**config.mk**
```make
export PLATFORM = sky130hd
export DESIGN_NAME = pkt_frame_src
export DESIGN_NICKNAME = d
export VERILOG_FILES = /design/src/rtl/pkt_frame_pkg.sv /design/src/rtl/pfs_burst_ctr.sv /design/src/rtl/pfs_out_stage.sv /design/src/rtl/pkt_frame_src.sv
export SDC_FILE = /design/constraint.sdc
export NUM_CORES = 1
export LEC_CHECK = 0
export BUFFER_PORTS_ARGS = -buffer_cell sky130_fd_sc_hd__buf_2
export CORE_ASPECT_RATIO = 1.4
export CORE_MARGIN = 2
export CORE_UTILIZATION = 49
export CTS_CLUSTER_DIAMETER = 100
export DETAILED_ROUTE_END_ITERATION = 7
export PLACE_DENSITY = 0.8
export SYNTH_ARGS = -nofsm -noshare
export SYNTH_HDL_FRONTEND = slang
export SYNTH_SLANG_ARGS = --single-unit
```
**constraint.sdc**
```tcl
create_clock -name clk -period 2.1 [get_ports clk]
set_input_delay 0 -clock clk [delete_from_list [all_inputs] [get_ports clk]]
set_output_delay 0 -clock clk [all_outputs]
set_load 0.01 [all_outputs]
```
**src/rtl/pkt_frame_pkg.sv**
```systemverilog
package pkt_frame_pkg;

   typedef enum logic [1:0] {
      CTL_IDLE  = 2'b00,
      CTL_PKT   = 2'b01,
      CTL_HDR   = 2'b10,
      CTL_SHORT = 2'b11
   } ctl_e;

   typedef enum logic [1:0] {
      S_SCAN   = 2'd0,
      S_WAIT   = 2'd1,
      S_XFER   = 2'd2,
      S_RELOAD = 2'd3
   } seq_state_e;

endpackage

```
**src/rtl/pfs_burst_ctr.sv**
```systemverilog
module pfs_burst_ctr #(
   parameter int BURST_MAX = 256
) (
   input  logic clk,
   input  logic rst_n,
   input  logic adv,
   input  logic wrap,
   output logic at_last
);
   localparam int CW = (BURST_MAX > 2) ? $clog2(BURST_MAX) : 1;
   localparam logic [CW-1:0] LAST = CW'(BURST_MAX - 1);

   if (BURST_MAX < 2) begin : g_bad_max
      $error("pfs_burst_ctr: BURST_MAX must be at least 2");
   end

   logic [CW-1:0] cnt_q;

   always_ff @(posedge clk or negedge rst_n) begin
      if (!rst_n) begin
         cnt_q <= '0;
      end else if (!adv || wrap) begin
         cnt_q <= '0;
      end else begin
         cnt_q <= cnt_q + 1'b1;
      end
   end

   assign at_last = (cnt_q == LAST);

endmodule

```
**src/rtl/pfs_out_stage.sv**
```systemverilog
module pfs_out_stage #(
   parameter int DATA_W       = 32,
   parameter int PAR_W        = 4,
   parameter bit CLR_ON_RESET = 1'b1
) (
   input  logic              clk,
   input  logic              rst_n,
   input  logic              load,
   input  logic [DATA_W-1:0] d_in,
   input  logic [PAR_W-1:0]  p_in,
   output logic [DATA_W-1:0] d_out,
   output logic [PAR_W-1:0]  p_out
);
   localparam int SW = DATA_W + PAR_W;

   if (DATA_W < 1 || PAR_W < 1) begin : g_bad_w
      $error("pfs_out_stage: widths must be positive");
   end

   logic [SW-1:0] stage_q;

   if (CLR_ON_RESET) begin : g_rst
      always_ff @(posedge clk or negedge rst_n) begin
         if (!rst_n) begin
            stage_q <= '0;
         end else if (load) begin
            stage_q <= {d_in, p_in};
         end
      end
   end else begin : g_nrst
      always_ff @(posedge clk) begin
         if (load) begin
            stage_q <= {d_in, p_in};
         end
      end
   end

   assign d_out = stage_q[SW-1:PAR_W];
   assign p_out = stage_q[PAR_W-1:0];

endmodule

```
**src/rtl/pkt_frame_src.sv**
```systemverilog
module pkt_frame_src
   import pkt_frame_pkg::*;
#(
   parameter int DATA_W    = 32,
   parameter int PAR_W     = 4,
   parameter int BURST_MAX = 256
) (
   input  logic              clk,
   input  logic              rst_n,
   output logic              fifo_rd_clk,
   output logic              fifo_rd_n,
   input  logic [DATA_W-1:0] fifo_data,
   input  logic [PAR_W-1:0]  fifo_par,
   input  logic [1:0]        fifo_ctl,
   input  logic              fifo_empty,
   input  logic              ch_connect,
   input  logic              ch_reject,
   input  logic              ch_ready,
   output logic              ch_request,
   output logic              ch_packet,
   output logic              ch_burst,
   output logic [DATA_W-1:0] ch_data,
   output logic [PAR_W-1:0]  ch_par
);

   seq_state_e state_q;
   logic       req_q, pkt_q, bst_q, gap_q;
   logic       rd_en, burst_word, burst_end, hdr_take, at_last;
   ctl_e       ctl;

   assign fifo_rd_clk = clk;
   assign ctl         = ctl_e'(fifo_ctl);

   assign rd_en = !fifo_empty &&
                  ((state_q == S_SCAN) ||
                   ((state_q == S_XFER) && ch_ready && !gap_q));
   assign fifo_rd_n = !rd_en;

   assign burst_word = rd_en && (state_q == S_XFER) &&
                       ((ctl == CTL_PKT) || (ctl == CTL_SHORT));
   assign burst_end  = burst_word && ((ctl == CTL_SHORT) || at_last);
   assign hdr_take   = rd_en && (ctl == CTL_HDR) &&
                       ((state_q == S_SCAN) || (state_q == S_XFER));

   pfs_burst_ctr #(
      .BURST_MAX (BURST_MAX)
   ) u_ctr (
      .clk     (clk),
      .rst_n   (rst_n),
      .adv     (burst_word),
      .wrap    (burst_end),
      .at_last (at_last)
   );

   pfs_out_stage #(
      .DATA_W       (DATA_W),
      .PAR_W        (PAR_W),
      .CLR_ON_RESET (1'b1)
   ) u_out (
      .clk   (clk),
      .rst_n (rst_n),
      .load  (burst_word || hdr_take),
      .d_in  (fifo_data),
      .p_in  (fifo_par),
      .d_out (ch_data),
      .p_out (ch_par)
   );

   always_ff @(posedge clk or negedge rst_n) begin
      if (!rst_n) begin
         state_q <= S_SCAN;
         req_q   <= 1'b0;
         pkt_q   <= 1'b0;
         bst_q   <= 1'b0;
         gap_q   <= 1'b0;
      end else begin
         bst_q <= burst_word;
         gap_q <= burst_end;
         case (state_q)
            S_SCAN: begin
               if (hdr_take) begin
                  req_q   <= 1'b1;
                  state_q <= S_WAIT;
               end
            end
            S_WAIT: begin
               if (ch_reject) begin
                  req_q   <= 1'b0;
                  state_q <= S_SCAN;
               end else if (ch_connect) begin
                  state_q <= S_XFER;
               end
            end
            S_RELOAD: begin
               req_q   <= 1'b1;
               state_q <= S_WAIT;
            end
            default: begin
               if (rd_en) begin
                  case (ctl)
                     CTL_PKT, CTL_SHORT: pkt_q <= 1'b1;
                     CTL_IDLE:           pkt_q <= 1'b0;
                     default: begin
                        req_q   <= 1'b0;
                        pkt_q   <= 1'b0;
                        state_q <= S_RELOAD;
                     end
                  endcase
               end
            end
         endcase
      end
   end

   assign ch_request = req_q;
   assign ch_packet  = pkt_q;
   assign ch_burst   = bst_q;


   empty_hold_chk: assert property (@(posedge clk) disable iff (!rst_n)
      fifo_empty |-> fifo_rd_n);


   ready_hold_chk: assert property (@(posedge clk) disable iff (!rst_n)
      ((state_q == S_XFER) && !ch_ready) |-> fifo_rd_n);


   wait_noread_chk: assert property (@(posedge clk) disable iff (!rst_n)
      (state_q == S_WAIT) |-> fifo_rd_n);


   burst_in_pkt_chk: assert property (@(posedge clk) disable iff (!rst_n)
      ch_burst |-> ch_packet);


   burst_gap_chk: assert property (@(posedge clk) disable iff (!rst_n)
      (ch_burst && gap_q) |=> !ch_burst);


   burst_src_chk: assert property (@(posedge clk) disable iff (!rst_n)
      $rose(ch_burst) |-> $past(!fifo_rd_n));

endmodule

```
==> flow_summary_export.csv, run 1 <==
group,metric,value,unit
sta,rsz0062_at_grt,"false",
sta,slew_headroom,71.0,%
grt,grt_pass1_vias,1763,
setup_path,r2r_slack,160,ps
setup_path,required,2390,ps
synthesis,synth.top_cell.area_share,55.2,%
final_layout,fillerInstances,323,
floorplanning,num_rows,29,
synthesis,syn_avg_cell_area,14.9,sq um
grt,grt_start_max_net_pins,37,
placed_design,hpwlAfterDp,3170,um
pwr,p_per_area,1270,mW/mm^2
pwr,vdd_drop_max,0.828,mV
synthesis,ys_ff_latch,50,
grt,grt_pass1_wl,7910,um
grt,antenna_found_initial,0,
pwr,power_frac_comb,42.2,%
routing,wl,5360,um
sta,timing.hold.ws,22.8,ps
routing,drt_iter0_drc,50,
run,maxCapViolations,0,
clock_tree,clkTransAtPathRegs,90,ps
floorplanning,die_w,61.5,um
setup_path,r2r_start,"state_q[0]$_DFFE_PN0P_",
floorplanning,core_area,0.00450,sq mm
routing,num_vias,1687,
sta,hold_viol,0,
min_path,min_path_type,"input pin to register",
synthesis,syn_inst,152,
setup_path,crit_path_end,"u_out.stage_q[18]$_DFFE_PN0P_",
sta,fin_crit,1940,ps
final_layout,nets,335,
final_layout,final_common_cell,"buf_2",
routing,ant_nets,0,
pwr,power_frac_seq,37.8,%
synthesis,yosys_warnings,0,
synthesis,synth_area_leaders,"dfrtp_1, mux2_4, ha_1",
routing,vias_per_cell,4.85,
final_layout,layout_common_cells,"buf_2, dfrtp_1, dlygate4sd3_1",
sta,drv_slew,0,
final_layout,multi_input_area,921,sq um
final_layout,diodes,0,
sta,tightest_slew,435,ps
synthesis,syn_area,0.00227,sq mm
status,status,"finished clean",
setup_path,startpoint,"state_q[0]$_DFFE_PN0P_",
floorplanning,dieHeight,84.5,um
setup_path,crit_path_end_kind,"register",
clock_tree,cts_tree,"built",
setup_path,critical_path_class,"register to register",
setup_path,r2r_end,"u_out.stage_q[18]$_DFFE_PN0P_",
floorplanning,die-area,0.00519,sq mm
sta,fin_tns_setup,0,ps
sta,finalSetupViolCount,0,
placed_design,port-buffer-count,84,
setup_path,reg2reg_depth,7,
final_layout,regArea,0.00125,sq mm
routing,wl_per_cell,15.4,um
routing,drcViolationCount,0,
synthesis,yosysTopAreaCell,"dfrtp_1",
floorplanning,ioPinCount,85,
clock_tree,post_cts_buffers,0,
floorplanning,initial_utilization,50.4,%
setup_path,arrival,2230,ps
synthesis,synth_nets,202,
clock_tree,clk_latency,410,ps
pwr,p_int,2.86,mW
final_layout,area_growth,46.0,%
sta,fmax,0.516,GHz
synthesis,yosysSeqAreaShare,55.2,%
synthesis,yosysUniqueCellTypes,33,
grt,grtUsageTotal,21.1,%
grt,globalRoute.totalOverflow,0,
placed_design,gp_congestion,0.752,
sta,min_period_over_period,92.3,%
setup_path,cp_max_fo,18,
final_layout,final_util,73.5,%
pwr,p_sw,1.36,mW
pwr,pwr-share-clk,20.0,%
final_layout,layout-drive-gt1-share,46.9,%
setup_path,start_kind,"register",
routing,dr.pass1.iters,4,
pwr,fin_total_pwr,4.21,mW
sta,skew,14.8,ps
pwr,leakagePower,1.64,nW
pwr,p_sw_share,32.2,%
timing repair:
action | 4_1_cts | 5_1_grt
resized for setup | 0 | 1
hold buffers | 40 | 0
setup endpoints to repair | 0 | 4
endpoints found under the hold margin | 58 | 0
synthesized netlist by cell type (all sizes together):
library cell  number
a21boi             1
a21oi              1
a311o              1
and3               1
buf                4
dfrtp             50
ha                 6
inv                7
mux2              36
mux2i              1
nand2              4
nand2b             2
nand3              5
nand4              1
nand4bb            2
nor2              13
nor2b              2
o2111ai            1
o211ai             1
o21a               1
o21ai              2
o21bai             1
o22a               1
o22ai              1
o2bb2ai            1
xnor2              3
xor2               3
worst min-delay path by stage:
| stage | startpoint | endpoint | depth (start not counted) |
|---|---|---|---|
| 6_report | fifo_empty | ch_burst$_DFF_PN0_ | 4 |
| 5_1_grt | fifo_empty | ch_burst$_DFF_PN0_ | 4 |
| 4_1_cts | fifo_empty | ch_burst$_DFF_PN0_ | 4 |
| 3_5_place_dp | rst_n | ch_burst$_DFF_PN0_ | 1 |
| 3_3_place_gp | rst_n | ch_burst$_DFF_PN0_ | 1 |
| 2_1_floorplan | rst_n | ch_burst$_DFF_PN0_ | 0 |
worst max-delay path, cell delays in order (launching register included):
cell,delay (ps)
dfrtp_1,420
inv_1,120
ha_1,260
nor2b_2,190
o22ai_2,120
nor2_8,150
buf_16,190
mux2_1,360
area by class of cell:
type | count | area share (%)
clock buffers | 10 | 3.59
clock inverters | 2 | 1.13
inverters | 7 | 0.794
multi-input cells | 91 | 27.8
flip-flops and latches | 50 | 37.8
well taps | 62 | 2.34
repair buffers | 126 | 26.5
state kept, by name, summed over array words and instances (netlist names):
| name | flops |
|---|---|
| ch_burst | 1 |
| ch_packet | 1 |
| ch_request | 1 |
| gap_q | 1 |
| state_q | 2 |
| u_ctr.cnt_q | 8 |
| u_out.stage_q | 36 |
power by group through the flow:
stage / combinational [mW] / clock, mW / sequential, mW
6_report: 1.78 / 0.843 / 1.59
4_1_cts: 1.74 / 0.859 / 1.59
3_3_place_gp: 1.63 / 0.0288 / 1.59
2_1_floorplan: 0.930 / 0.0392 / 1.77
5_1_grt: 1.92 / 0.914 / 1.64
3_5_place_dp: 1.67 / 0.0288 / 1.60
cell families (layout without fill, tap and decap cells):
kind of cell    count (synthesis)  after routing  share of synthesized area (%)
flops                          50             50                           55.2
mux                            37             37                           23.3
simple gates                   30             30                           7.40
compound gates                 12             12                           4.31
buf+inv                        11            145                           4.14
fa+ha+maj                       6              6                           3.31
xor+xnor                        6              6                           2.32
stage by stage:
step                cell area [sq um]  cells  setup slack [ps]
floorplan                        2270    152               321
global placement                 2720    296               191
detailed placement               2720    296               128
CTS                              3280    347               107
global route                     3310    348              28.9
finish                           3310    348               163
routing by layer:
layer | track usage [%] | wire, um
met3 | 4.78 | 175
met4 | 10.1 | 172
met5 | 0 | 0
met1 | 21.4 | 1950
met2 | 38.6 | 3060
Note: power is estimated with default switching activity, not from simulation.
==> run 2, diff against run 1 <==
Settings changed: MAX_ROUTING_LAYER set to met4, RECOVER_POWER set to 50.
==> run 2 against run 1 <==
- final cell count unchanged
- design area decreased by 1.2%
- non-clock buffer count unchanged
- clock power about the same
- die area unchanged
- sequential cell count unchanged
- sequential share of layout area increased by 0.45 points
- critical path type unchanged
==> flow_summary_export.csv, run 2 (same netlist as run 1, synthesis figures left out) <==
group,metric,value,unit
min_path,min_path_type,"input pin to register",
placed_design,hpwlAfterDp,3170,um
routing,wl_met3,211,um
setup_path,start_kind,"register",
sta,min_period_over_period,92.2,%
routing,num_vias,1682,
final_layout,regMostFlops,"u_out.stage_q",
floorplanning,die-area,0.00519,sq mm
routing,top_layer,"met4",
sta,timing.hold.ws,25.5,ps
clock_tree,clk_latency,420,ps
setup_path,arrival,2230,ps
pwr,power_frac_comb,41.1,%
final_layout,area_growth,44.3,%
clock_tree,clkTransAtPathRegs,90,ps
placed_design,gp_congestion,0.761,
floorplanning,core_area,0.00450,sq mm
floorplanning,num_rows,29,
pwr,p_per_area,1270,mW/mm^2
pwr,pwr-share-clk,20.3,%
setup_path,crit_path_end_kind,"register",
sta,tightest_slew,1030,ps
grt,globalRoute.totalOverflow,0,
routing,met1Wirelength,1910,um
sta,fin_crit,1940,ps
sta,skew,13.0,ps
pwr,power_frac_seq,38.6,%
floorplanning,dieHeight,84.5,um
routing,drcViolationCount,0,
final_layout,nets,335,
setup_path,required,2390,ps
setup_path,cp_max_fo,18,
setup_path,r2r_start,"state_q[0]$_DFFE_PN0P_",
setup_path,crit_chain,"inv_1, ha_1, nor2b_2, o22ai_2, nor2_8, buf_16, mux2_1",
final_layout,largest_reg_flops,36,
pwr,p_sw,1.37,mW
placed_design,post_dp_cell_area,0.00272,sq mm
sta,fin_tns_setup,0,ps
placed_design,port-buffer-count,84,
final_layout,diodes,0,
routing,wl,5380,um
floorplanning,initial_utilization,50.4,%
sta,rsz0062_at_grt,"false",
final_layout,reg.largest.list,"u_out.stage_q: 36 flops, u_ctr.cnt_q: 8 flops, state_q: 2 flops",
grt,grtUsageTotal,21.8,%
run,maxCapViolations,0,
status,status,"finished clean",
grt,grt_pass1_vias,1766,
routing,vias_per_cell,4.83,
final_layout,final_common_cell,"buf_2",
min_path,holdCritStartpoint,"fifo_empty",
pwr,leakagePower,1.55,nW
setup_path,critical_path_class,"register to register",
final_layout,layout_common_cells,"buf_2, dfrtp_1, dlygate4sd3_1",
routing,route.met2.wl,3060,um
sta,fmax,0.517,GHz
setup_path,cpPeakStageDelay,430,ps
sta,drv_slew,0,
grt,grt_start_max_net_pins,37,
grt,antenna_found_initial,0,
sta,hold_viol,0,
routing,drt_iter0_drc,40,
setup_path,slowest_stage,"dfrtp_1",
floorplanning,die_w,61.5,um
grt,grt_pass1_wl,7910,um
pwr,fin_total_pwr,4.15,mW
routing,wl_per_cell,15.5,um
routing,dr.pass1.iters,4,
pwr,p_sw_share,32.9,%
final_layout,fillerInstances,345,
pwr,p_int,2.79,mW
final_layout,layout-drive-gt1-share,36.7,%
clock_tree,post_cts_buffers,0,
sta,finalSetupViolCount,0,
floorplanning,ioPinCount,85,
setup_path,startpoint,"state_q[0]$_DFFE_PN0P_",
final_layout,final_cell_area,0.00327,sq mm
sta,slew_headroom,31.2,%
clock_tree,cts_tree,"built",
final_layout,final_util,72.7,%
routing,ant_nets,0,
pwr,vdd_drop_max,0.814,mV
==> run 2: metrics by stage <==
stage	std cells	worst slack [ps]
global placement	296	191
global route	348	28.6
detailed placement	296	128
floorplan	152	321
CTS	347	107
finish	348	165
==> run 2: layout make-up <==
class                      count  area, sq um  share of cell area, %
sequential                    50         1250                   38.3
clock buffer                  10          119                   3.64
inverter                       7         26.3                  0.804
timing repair buffer         126          837                   25.6
multi-input combinational     91          921                   28.2
tap                           62         77.6                   2.37
clock inverter                 2         37.5                   1.15
==> run 2: worst paths after layout <==
path	slack (ps)	depth (start not counted)	to
setup / recovery	160	7	u_out.stage_q[18]$_DFFE_PN0P_
hold / removal	30	4	ch_burst$_DFF_PN0_
setup reg to reg	160	7	u_out.stage_q[18]$_DFFE_PN0P_
hold reg to reg	500	1	u_out.stage_q[17]$_DFFE_PN0P_
max in group asynchronous	520	3	u_ctr.cnt_q[6]$_DFF_PN0_
min in group asynchronous	280	2	u_out.stage_q[28]$_DFFE_PN0P_
==> run 2: power groups by stage <==
stage | Sequential (mW) | Clock (mW) | Combinational [mW]
after floorplan | 1.77 | 0.0392 | 0.930
after global placement | 1.59 | 0.0288 | 1.63
after detailed placement | 1.60 | 0.0288 | 1.67
after CTS | 1.59 | 0.859 | 1.74
after global routing | 1.65 | 0.912 | 1.84
final | 1.60 | 0.844 | 1.71
==> run 2: critical path, delay by kind of cell (launching register included) <==
family | cells | cell delay, ps
flops | 1 | 430
mux | 1 | 360
simple gates | 2 | 340
buf+inv | 2 | 310
fa+ha+maj | 1 | 260
compound gates | 1 | 120
==> run 2: metal layers <==
metal	track usage, %	vias up
met4	10.1	0
met3	4.78	15
met2	38.6	60
li1	-	793
met5	-	-
met1	21.4	814
==> run 2: what timing repair did <==
item,CTS,global route
hold endpoints to repair,58,0
endpoints found under the setup margin,0,4
hold buffers,40,0
gates resized for setup,0,1
==> run 3, diff against run 2 <==
Settings changed: CELL_PAD_IN_SITES_DETAIL_PLACEMENT set to 0, CELL_PAD_IN_SITES_GLOBAL_PLACEMENT set to 1, CORE_UTILIZATION 49 to 38, GPL_ROUTABILITY_DRIVEN set to 0, PLACE_DENSITY 0.8 to not set, PLACE_DENSITY_LB_ADDON set to 0.1.
==> run 3 against run 2 <==
- setup slack gained 2.1 ps
- combinational power down 3%
- highest routed layer unchanged
- the run now ends with capacitance limit, slew limit left
- sequential power is essentially flat
- first-iteration DRC count grew 18%
- register-to-register slack about the same
- utilization shrank 17 points
- die area increased by 27%
- clock skew is 2.8 ps higher
- final cell count up 2.9%
==> flow_summary_export.csv, run 3 (same netlist as run 1, synthesis figures left out) <==
group,metric,value,unit
grt,grtUsageTotal,15.4,%
status,violations,"capacitance limit, slew limit",
sta,min_period_over_period,92.1,%
routing,wl,4650,um
final_layout,nets,337,
floorplanning,core_area,0.00582,sq mm
final_layout,final_cell_area,0.00326,sq mm
final_layout,largest_reg_flops,36,
sta,skew,15.9,ps
setup_path,slowest_stage,"dfrtp_1",
final_layout,layout-drive-gt1-share,40.3,%
routing,num_vias,1643,
routing,drt_iter0_drc,47,
setup_path,start_kind,"register",
sta,tightest_slew,1520,ps
grt,grt_pass1_vias,1684,
setup_path,crit_family,"flip-flops",
clock_tree,clkTransAtPathRegs,90,ps
floorplanning,ioPinCount,85,
sta,fin_crit,1930,ps
clock_tree,clk_latency,420,ps
final_layout,final_util,56.1,%
final_layout,diodes,0,
setup_path,arrival,2220,ps
floorplanning,die-area,0.00660,sq mm
sta,finalSetupViolCount,0,
placed_design,post_dp_cell_area,0.00276,sq mm
pwr,p_per_area,1230,mW/mm^2
pwr,leakagePower,1.57,nW
routing,vias_per_cell,4.59,
floorplanning,die_w,69.3,um
sta,rsz0062_at_grt,"false",
routing,drcViolationCount,0,
sta,fin_tns_setup,0,ps
grt,antenna_found_initial,0,
routing,dr.pass1.iters,4,
setup_path,cp_max_fo,13,
status,status,"finished with violations",
final_layout,final_common_cell,"buf_2",
final_layout,final_cells,358,
grt,grt_pass1_wl,7710,um
final_layout,area_growth,44.1,%
routing,wl_per_cell,13.0,um
setup_path,cpPeakStageDelay,430,ps
sta,drv_slew,29,
sta,slew_headroom,-1.52,%
routing,ant_nets,0,
sta,fmax,0.517,GHz
final_layout,fillerInstances,518,
final_layout,reg.largest.list,"u_out.stage_q: 36 flops, u_ctr.cnt_q: 8 flops, state_q: 2 flops",
setup_path,critical_path_class,"register to register",
placed_design,dpl.cell_count,307,
setup_path,crit_chain,"inv_1, ha_1, nor2b_2, o22ai_2, nor2_8, buf_4, mux2_1",
grt,grt_start_max_net_pins,29,
sta,timing.hold.ws,48.2,ps
final_layout,regMostFlops,"u_out.stage_q",
placed_design,hpwlAfterDp,3260,um
setup_path,crit_path_end_kind,"register",
sta,hold_viol,0,
floorplanning,initial_utilization,38.9,%
pwr,vdd_drop_max,0.637,mV
clock_tree,post_cts_resized,0,
grt,globalRoute.totalOverflow,0,
clock_tree,cts_tree,"built",
min_path,min_path_type,"input pin to register",
run,maxCapViolations,1,
final_layout,layout_common_cells,"buf_2, dfrtp_1, dlygate4sd3_1",
setup_path,critPathBufInv,2,
floorplanning,dieHeight,95.4,um
setup_path,required,2390,ps
placed_design,port-buffer-count,84,
floorplanning,num_rows,33,
==> run 3: final timing paths <==
kind	slack, ps	end	cells after the start	start
worst max-delay path	170	u_out.stage_q[18]$_DFFE_PN0P_	7	state_q[0]$_DFFE_PN0P_
worst min-delay path	50	state_q[0]$_DFFE_PN0P_	4	ch_reject
worst max register to register	170	u_out.stage_q[18]$_DFFE_PN0P_	7	state_q[0]$_DFFE_PN0P_
worst min register to register	490	u_out.stage_q[16]$_DFFE_PN0P_	1	u_out.stage_q[16]$_DFFE_PN0P_
max in group asynchronous	550	u_out.stage_q[16]$_DFFE_PN0P_	3	rst_n
min in group asynchronous	480	u_out.stage_q[34]$_DFFE_PN0P_	2	rst_n
==> run 3: cell type report <==
cell class                      count  area [sq um]  share of cell area [%]
Sequential cell                    50          1250                    38.3
Multi-Input combinational cell     91           921                    28.2
Timing Repair Buffer              128           835                    25.6
Clock buffer                        9           115                    3.53
Tap cell                           70          87.6                    2.68
Clock inverter                      3          28.8                   0.882
Inverter                            7          26.3                   0.805
==> run 3: metrics by stage <==
stage / power [mW] / setup slack [ps]
2_1_floorplan: 2.73 / 321
3_3_place_gp: 3.28 / 189
3_5_place_dp: 3.29 / 149
4_1_cts: 4.11 / 133
5_1_grt: 4.30 / 9.97
6_report: 4.01 / 167
==> run 3: tightest hold or removal path, cell delays in order <==
cell	delay [ps]
buf_2	70
nand2b_1	130
o21a_1	140
o2bb2ai_1	80
==> run 3: metal layers <==
metal / global-route usage [%] / up-vias / part of all wire (%)
met3: 4.86 / 10 / 5.4
met1: 18.0 / 779 / 42
li1: - / 794 / -
met2: 24.6 / 60 / 50
met5: - / - / 0
met4: 6.70 / 0 / 2.6
==> run 3: where the power goes <==
part           internal (mW)  switching, mW  leakage (nW)
Combinational          0.935          0.726         0.881
Sequential              1.36          0.219         0.616
Clock                  0.381          0.386        0.0757
Total                   2.68           1.33          1.57
==> run 3: what timing repair did <==
item	CTS	global route
endpoints found under the hold margin	65	0
hold buffers	40	0
setup buffers	0	0
setup endpoints to repair	0	0
